===== src/rtl/rx_frame_fifo.sv =====
module rx_frame_fifo #(
  parameter int DATA_W = 8,
  parameter int ADDR_W = 6,
  parameter int FCNT_W = 5
) (
  input  logic              clk,
  input  logic              rst_n,
  input  logic              fifo_reset,
  input  logic              wr_en,
  input  logic [DATA_W-1:0] wr_data,
  input  logic              wr_eof,
  input  logic              rd_en,
  input  logic              frame_done,
  output logic [DATA_W-1:0] rd_data,
  output logic [ADDR_W-1:0] byte_level,
  output logic [FCNT_W-1:0] frame_count,
  output logic              empty
);

  localparam int DEPTH = 1 << ADDR_W;

  logic [DATA_W-1:0] mem [DEPTH];
  logic [ADDR_W-1:0] wr_ptr, rd_ptr;
  logic [FCNT_W-1:0] fin_ptr, fout_ptr;

  logic clear, bytes_held, frames_held, rd_ok, fd_ok, fin_inc;

  assign clear       = !rst_n || fifo_reset;
  assign bytes_held  = wr_ptr != rd_ptr;
  assign frames_held = fin_ptr != fout_ptr;
  assign rd_ok       = rd_en && bytes_held;
  assign fd_ok       = frame_done && frames_held;
  assign fin_inc     = wr_en && wr_eof;

  assign rd_data     = mem[rd_ptr];
  assign byte_level  = wr_ptr - rd_ptr;
  assign frame_count = fin_ptr - fout_ptr;
  assign empty       = !bytes_held && !frames_held;

  always_ff @(posedge clk) begin
    if (wr_en && !clear) mem[wr_ptr] <= wr_data;
  end

  always_ff @(posedge clk) begin
    if (clear) begin
      wr_ptr   <= '0;
      rd_ptr   <= '0;
      fin_ptr  <= '0;
      fout_ptr <= '0;
    end else begin
      if (wr_en)   wr_ptr   <= wr_ptr + 1'b1;
      if (rd_ok)   rd_ptr   <= rd_ptr + 1'b1;
      if (fin_inc) fin_ptr  <= fin_ptr + 1'b1;
      if (fd_ok)   fout_ptr <= fout_ptr + 1'b1;
    end
  end

endmodule


===== config.mk =====
export PLATFORM = sky130hd
export DESIGN_NAME = rx_frame_fifo
export DESIGN_NICKNAME = d
export VERILOG_FILES = /design/src/rtl/rx_frame_fifo.sv
export SDC_FILE = /design/constraint.sdc
export NUM_CORES = 1
export LEC_CHECK = 0
export BUFFER_PORTS_ARGS = -buffer_cell sky130_fd_sc_hd__clkbuf_2
export CORE_AREA = 2 2 235 237
export CTS_BUF_LIST = sky130_fd_sc_hd__clkbuf_8
export CTS_CLUSTER_SIZE = 28
export DETAILED_ROUTE_END_ITERATION = 8
export DIE_AREA = 0 0 237 239
export PLACE_DENSITY_LB_ADDON = 0.05
export SYNTH_ARGS = -nofsm -noshare
export SYNTH_HDL_FRONTEND = slang
export SYNTH_SLANG_ARGS = --single-unit

===== constraint.sdc =====
create_clock -name clk -period 2.5 [get_ports clk]
set_input_delay 0.25 -clock clk [delete_from_list [all_inputs] [get_ports clk]]
set_output_delay 0.25 -clock clk [all_outputs]
set_load 0.1 [all_outputs]

# Yosys cells after proc, flatten, opt, wreduce, memory -nomap -nowiden
# Memories as Yosys holds them, arrays and structs flattened. A register that Yosys moved wholly into a read port is not among the register bits.
# Index checks and enable logic that the tools add are counted.
[word_totals] regBits=22 ram_bits=512 inputBits=15 out_inout_bits=20 wordCells=27 memories=1
[mem_list] name="mem" words=64 word_bits=8 read_ports=1 rd_clocked_by_memory_dff=1 write_ports=1 line_no="22" source="logic [DATA_W-1:0] mem [DEPTH];"
[op_classes] addsub=6 eq_ne=2 n_mux=4 n_reduce_logical=10
[op_table] op="6-bit by 1-bit adder with 6-bit output, second input constant" n=2
[op_table] op="6-bit two-way mux" n=2
[op_table] op="5-bit by 1-bit adder with 5-bit output, second input constant" n=2
[op_table] op="6-bit inequality test" n=1
[op_table] op="6-bit subtractor" n=1
[op_table] op="1-bit logical AND" n=5
[op_table] op="5-bit inequality test" n=1
[op_table] op="5-bit subtractor" n=1
[op_table] op="1-bit logical NOT" n=4
[op_table] op="1-bit two-way mux" n=2
[op_table] op="1-bit logical OR" n=1

# Depth between registers and ports, before layout
[logic_depth] depth_word=6 mapped_depth=10 mapped_depth_nobuf=8

# Worst setup path after synthesis
# No wires, ideal clock.
[synth_timing] path_kind="register to output" start="reg (tool-made name)" end="out rd_data[0]" t_arrival_ns=3.603 slack_ns=-1.353 path_stages_with_launch=9 path_cell_list="dfxtp_1 -> buf_4 -> buf_2 -> buf_2 -> buf_2 -> o221ai_1 -> o21ai_0 -> nand3_1 -> o21ai_0"
[synth_rtl] element="end: declaration" line_no="14" source="output logic [DATA_W-1:0] rd_data,"

==> impl_metrics.ini <==
[outcome]
status = finished, violations left
violations = setup timing

[logic_synthesis]
synthAdderAreaFrac_pct = 0.948
yosys.area_share.simple_pct = 4.26
yosysUniqueCellTypes = 43
syn_area_per_cell_um2 = 19.6
yosysSeqAreaShare_pct = 74.5
synth_edf_count = 512
synthCells = 1092
dominantRegCellSynth = edfxtp_1
synth_top_family_by_area = multiplexers
ys_warn_count = 0
synthXorXnorAreaFrac_pct = 1.07
syn_nets = 1122
muxShareOfSynthArea_pct = 14.9
async_flop_share_pct = 0
synth_seq_cells = 540
synth_compound_area_share_pct = 2.46
syn-cell-area_um2 = 21400

[final_layout]
final_area_um2 = 26200
area_growth_pct = 22.5
mostFrequentLayoutCells = edfxtp_1 (512), buf_4 (169), mux4_2 (129)
drive_gt1_share_pct = 38.4
layout_commonest_cell = edfxtp_1
post_layout_nonfiller_instances = 2139
nNetsFinal = 1389
final.fill_count = 4555

[detailed_routing]
totalWireLength_um = 53800
vias = 11000
detail-route-antenna-nets = 0
drtPass1Iterations = 5
drt_iter0_drc = 738
route.detailed.drc = 0
post_drt_wl_per_cell_um = 25.1
via_per_inst = 5.16

[clock_network]
h-tree-depth = 3
cts.clk_slew.worst_paths_ps = 60
clockBufferDepth = 3
cts_made_buffers = 93
root_buffer = clkbuf_8
cts_sinks = 540
tritoncts = done
clk_latency_ps = 680

[sta]
min_period_ps = 3190
rsz0062_at_grt = true
setup_violations = 8
relSlewSlack_pct = 47.7
finClkSkew_ps = 36.7
worst_pin_slew_ps = 785
fmax_mhz = 313
setup_ws_ps = -691
slew_violations = 0
hold_viol_final = 0
post-route-period-util_pct = 128
tns_ps = -4970
holdWs_ps = 78.6

[worst_setup_path]
r2r_cells = 4
critPathMaxFanout = 16
end_kind = primary output
r2r_end = mem[9][2]
regToRegSetupSlack_ps = 190
critPathRequiredTime_ps = 2250
critPathLaunchType = register
path_class = reg -> out
r2r_start = wr_ptr[2]
arrival_ps = 2940

[placement]
dpl-instance-area_um2 = 24000
dp_hpwl_um = 34100
dp_cells = 1944
io_buffers = 34
gp_congestion = 0.771

[floorplanning]
initial_core_util_pct = 39.3
coreArea_um2 = 54300
dieWidth_um = 237
io_pins = 35
die_h_um = 239
die_area_um2 = 56600
rows = 86

[global_routing]
antenna_found_initial = 2
overflow = 0
track_usage_pct = 19.6
grt_max_degree = 65
grt_pass1_vias = 11700
grt_first_pass_wirelength_um = 79300

[pwr]
leakagePower_uw = 0.00858
powerDensity_nw_per_um2 = 670
p_switching_uw = 3890
ir_worst_vdd_uv = 362
internal_power_uw = 13700
power_frac_seq_pct = 56.4
clockPowerShare_pct = 40.2
totalPowerFinal_uw = 17500
power_frac_comb_pct = 3.3
p_sw_share_pct = 22.2

[min_path]
worstHoldStart = wr_data[6]
hold_end = mem[44][6]
hold_path.class = in -> reg
whs_path_depth = 1

[job]
maxCapViolCount = 0
-- cells in the mapped netlist (all sizes together) (14+ instances only) --
cell type,n,area [um2]
mux4,129,2910
nand3,14,70.1
clkbuf,26,97.6
buf,36,238
o21ai,14,70.1
inv,15,56.3
nand2,28,105
edfxtp,512,15400
nor2b,14,87.6
xnor2,16,140
nor2,105,394
mux2i,20,200
dfxtp,28,561
-- power groups by stage --
stage / sequential (uW) / clock [uW] / combinational [uW]
after floorplan: 10100 / 0 / 262
after global placement: 10100 / 0 / 546
after detailed placement: 10100 / 0 / 551
after CTS: 9900 / 7300 / 587
after global routing: 9900 / 7730 / 624
final: 9900 / 7060 / 582
-- state kept, by name, indices dropped and copies added, names as in the netlist, named ones only --
| register | count |
|---|---|
| fout_ptr | 5 |
| wr_ptr | 6 |
| mem | 512 |
| rd_ptr | 6 |
| fin_ptr | 5 |
-- cell type report --
class	instances	area, um2	share of cell area (%)
diodes	1	2.50	0.00956
well taps	704	881	3.36
repair buffers	234	2210	8.46
clock inverters	74	307	1.17
inverters	15	56.3	0.215
clock buffers	96	1320	5.05
flip-flops and latches	540	16000	61.0
multi-input cells	475	5440	20.8
-- worst max path at each step --
stage                   from          to  slack, ps  cells past startpoint
floorplan           register  rd_data[0]        -80                      8
global placement    register  rd_data[7]       -190                      8
detailed placement  register  rd_data[7]       -280                      8
CTS                 register  rd_data[7]       -740                      9
global route        register  rd_data[6]       -800                      7
finish              register  rd_data[6]       -690                      8
-- repair_timing --
action,4_1_cts,5_1_grt
hold buffers,1,0
pin swaps,17,13
endpoints found under the hold margin,1,0
buffers inserted,16,6
cloned,1,0
setup endpoints to repair,18,15
resized for setup,62,25
-- critical path, stage by stage (launching register included) --
cell and delay (ps):
dfxtp_4 430, buf_12 200, buf_4 170, mux4_2 480, mux2_2 310, o22ai_1 180
o21ai_1 80, a21o_1 220, buf_12 190
-- cells by family (layout without fill, tap and decap cells) --
group                      count (synthesis)  in the layout
xor gates and xnor gates                  26             26
and+or+nand+nor                          201            201
adders and majority gates                 15             15
other                                      0              1
DFF                                      540            540
AOI/OAI and AO/OA                         77             77
muxes                                    156            156
buffers and inverters                     77            419
-- through the flow --
step | utilization (%) | setup WS, ps
after global placement | 44.1 | -191
after global routing | 48.2 | -796
final | 48.2 | -691
after CTS | 47.9 | -743
after detailed placement | 44.1 | -277
after floorplan | - | -80.5
-- per-layer routing --
| layer | global-route usage [%] | vias to the layer above | part of all wire, % |
|---|---|---|---|
| met1 | 26.7 | 5754 | 45 |
| met4 | 6.54 | 0 | 2.0 |
| met2 | 32.1 | 233 | 49 |
| met5 | 0 | - | 0 |
| li1 | - | 4969 | - |
| met3 | 3.39 | 74 | 4.0 |
Power figures use the tool's default switching activity.
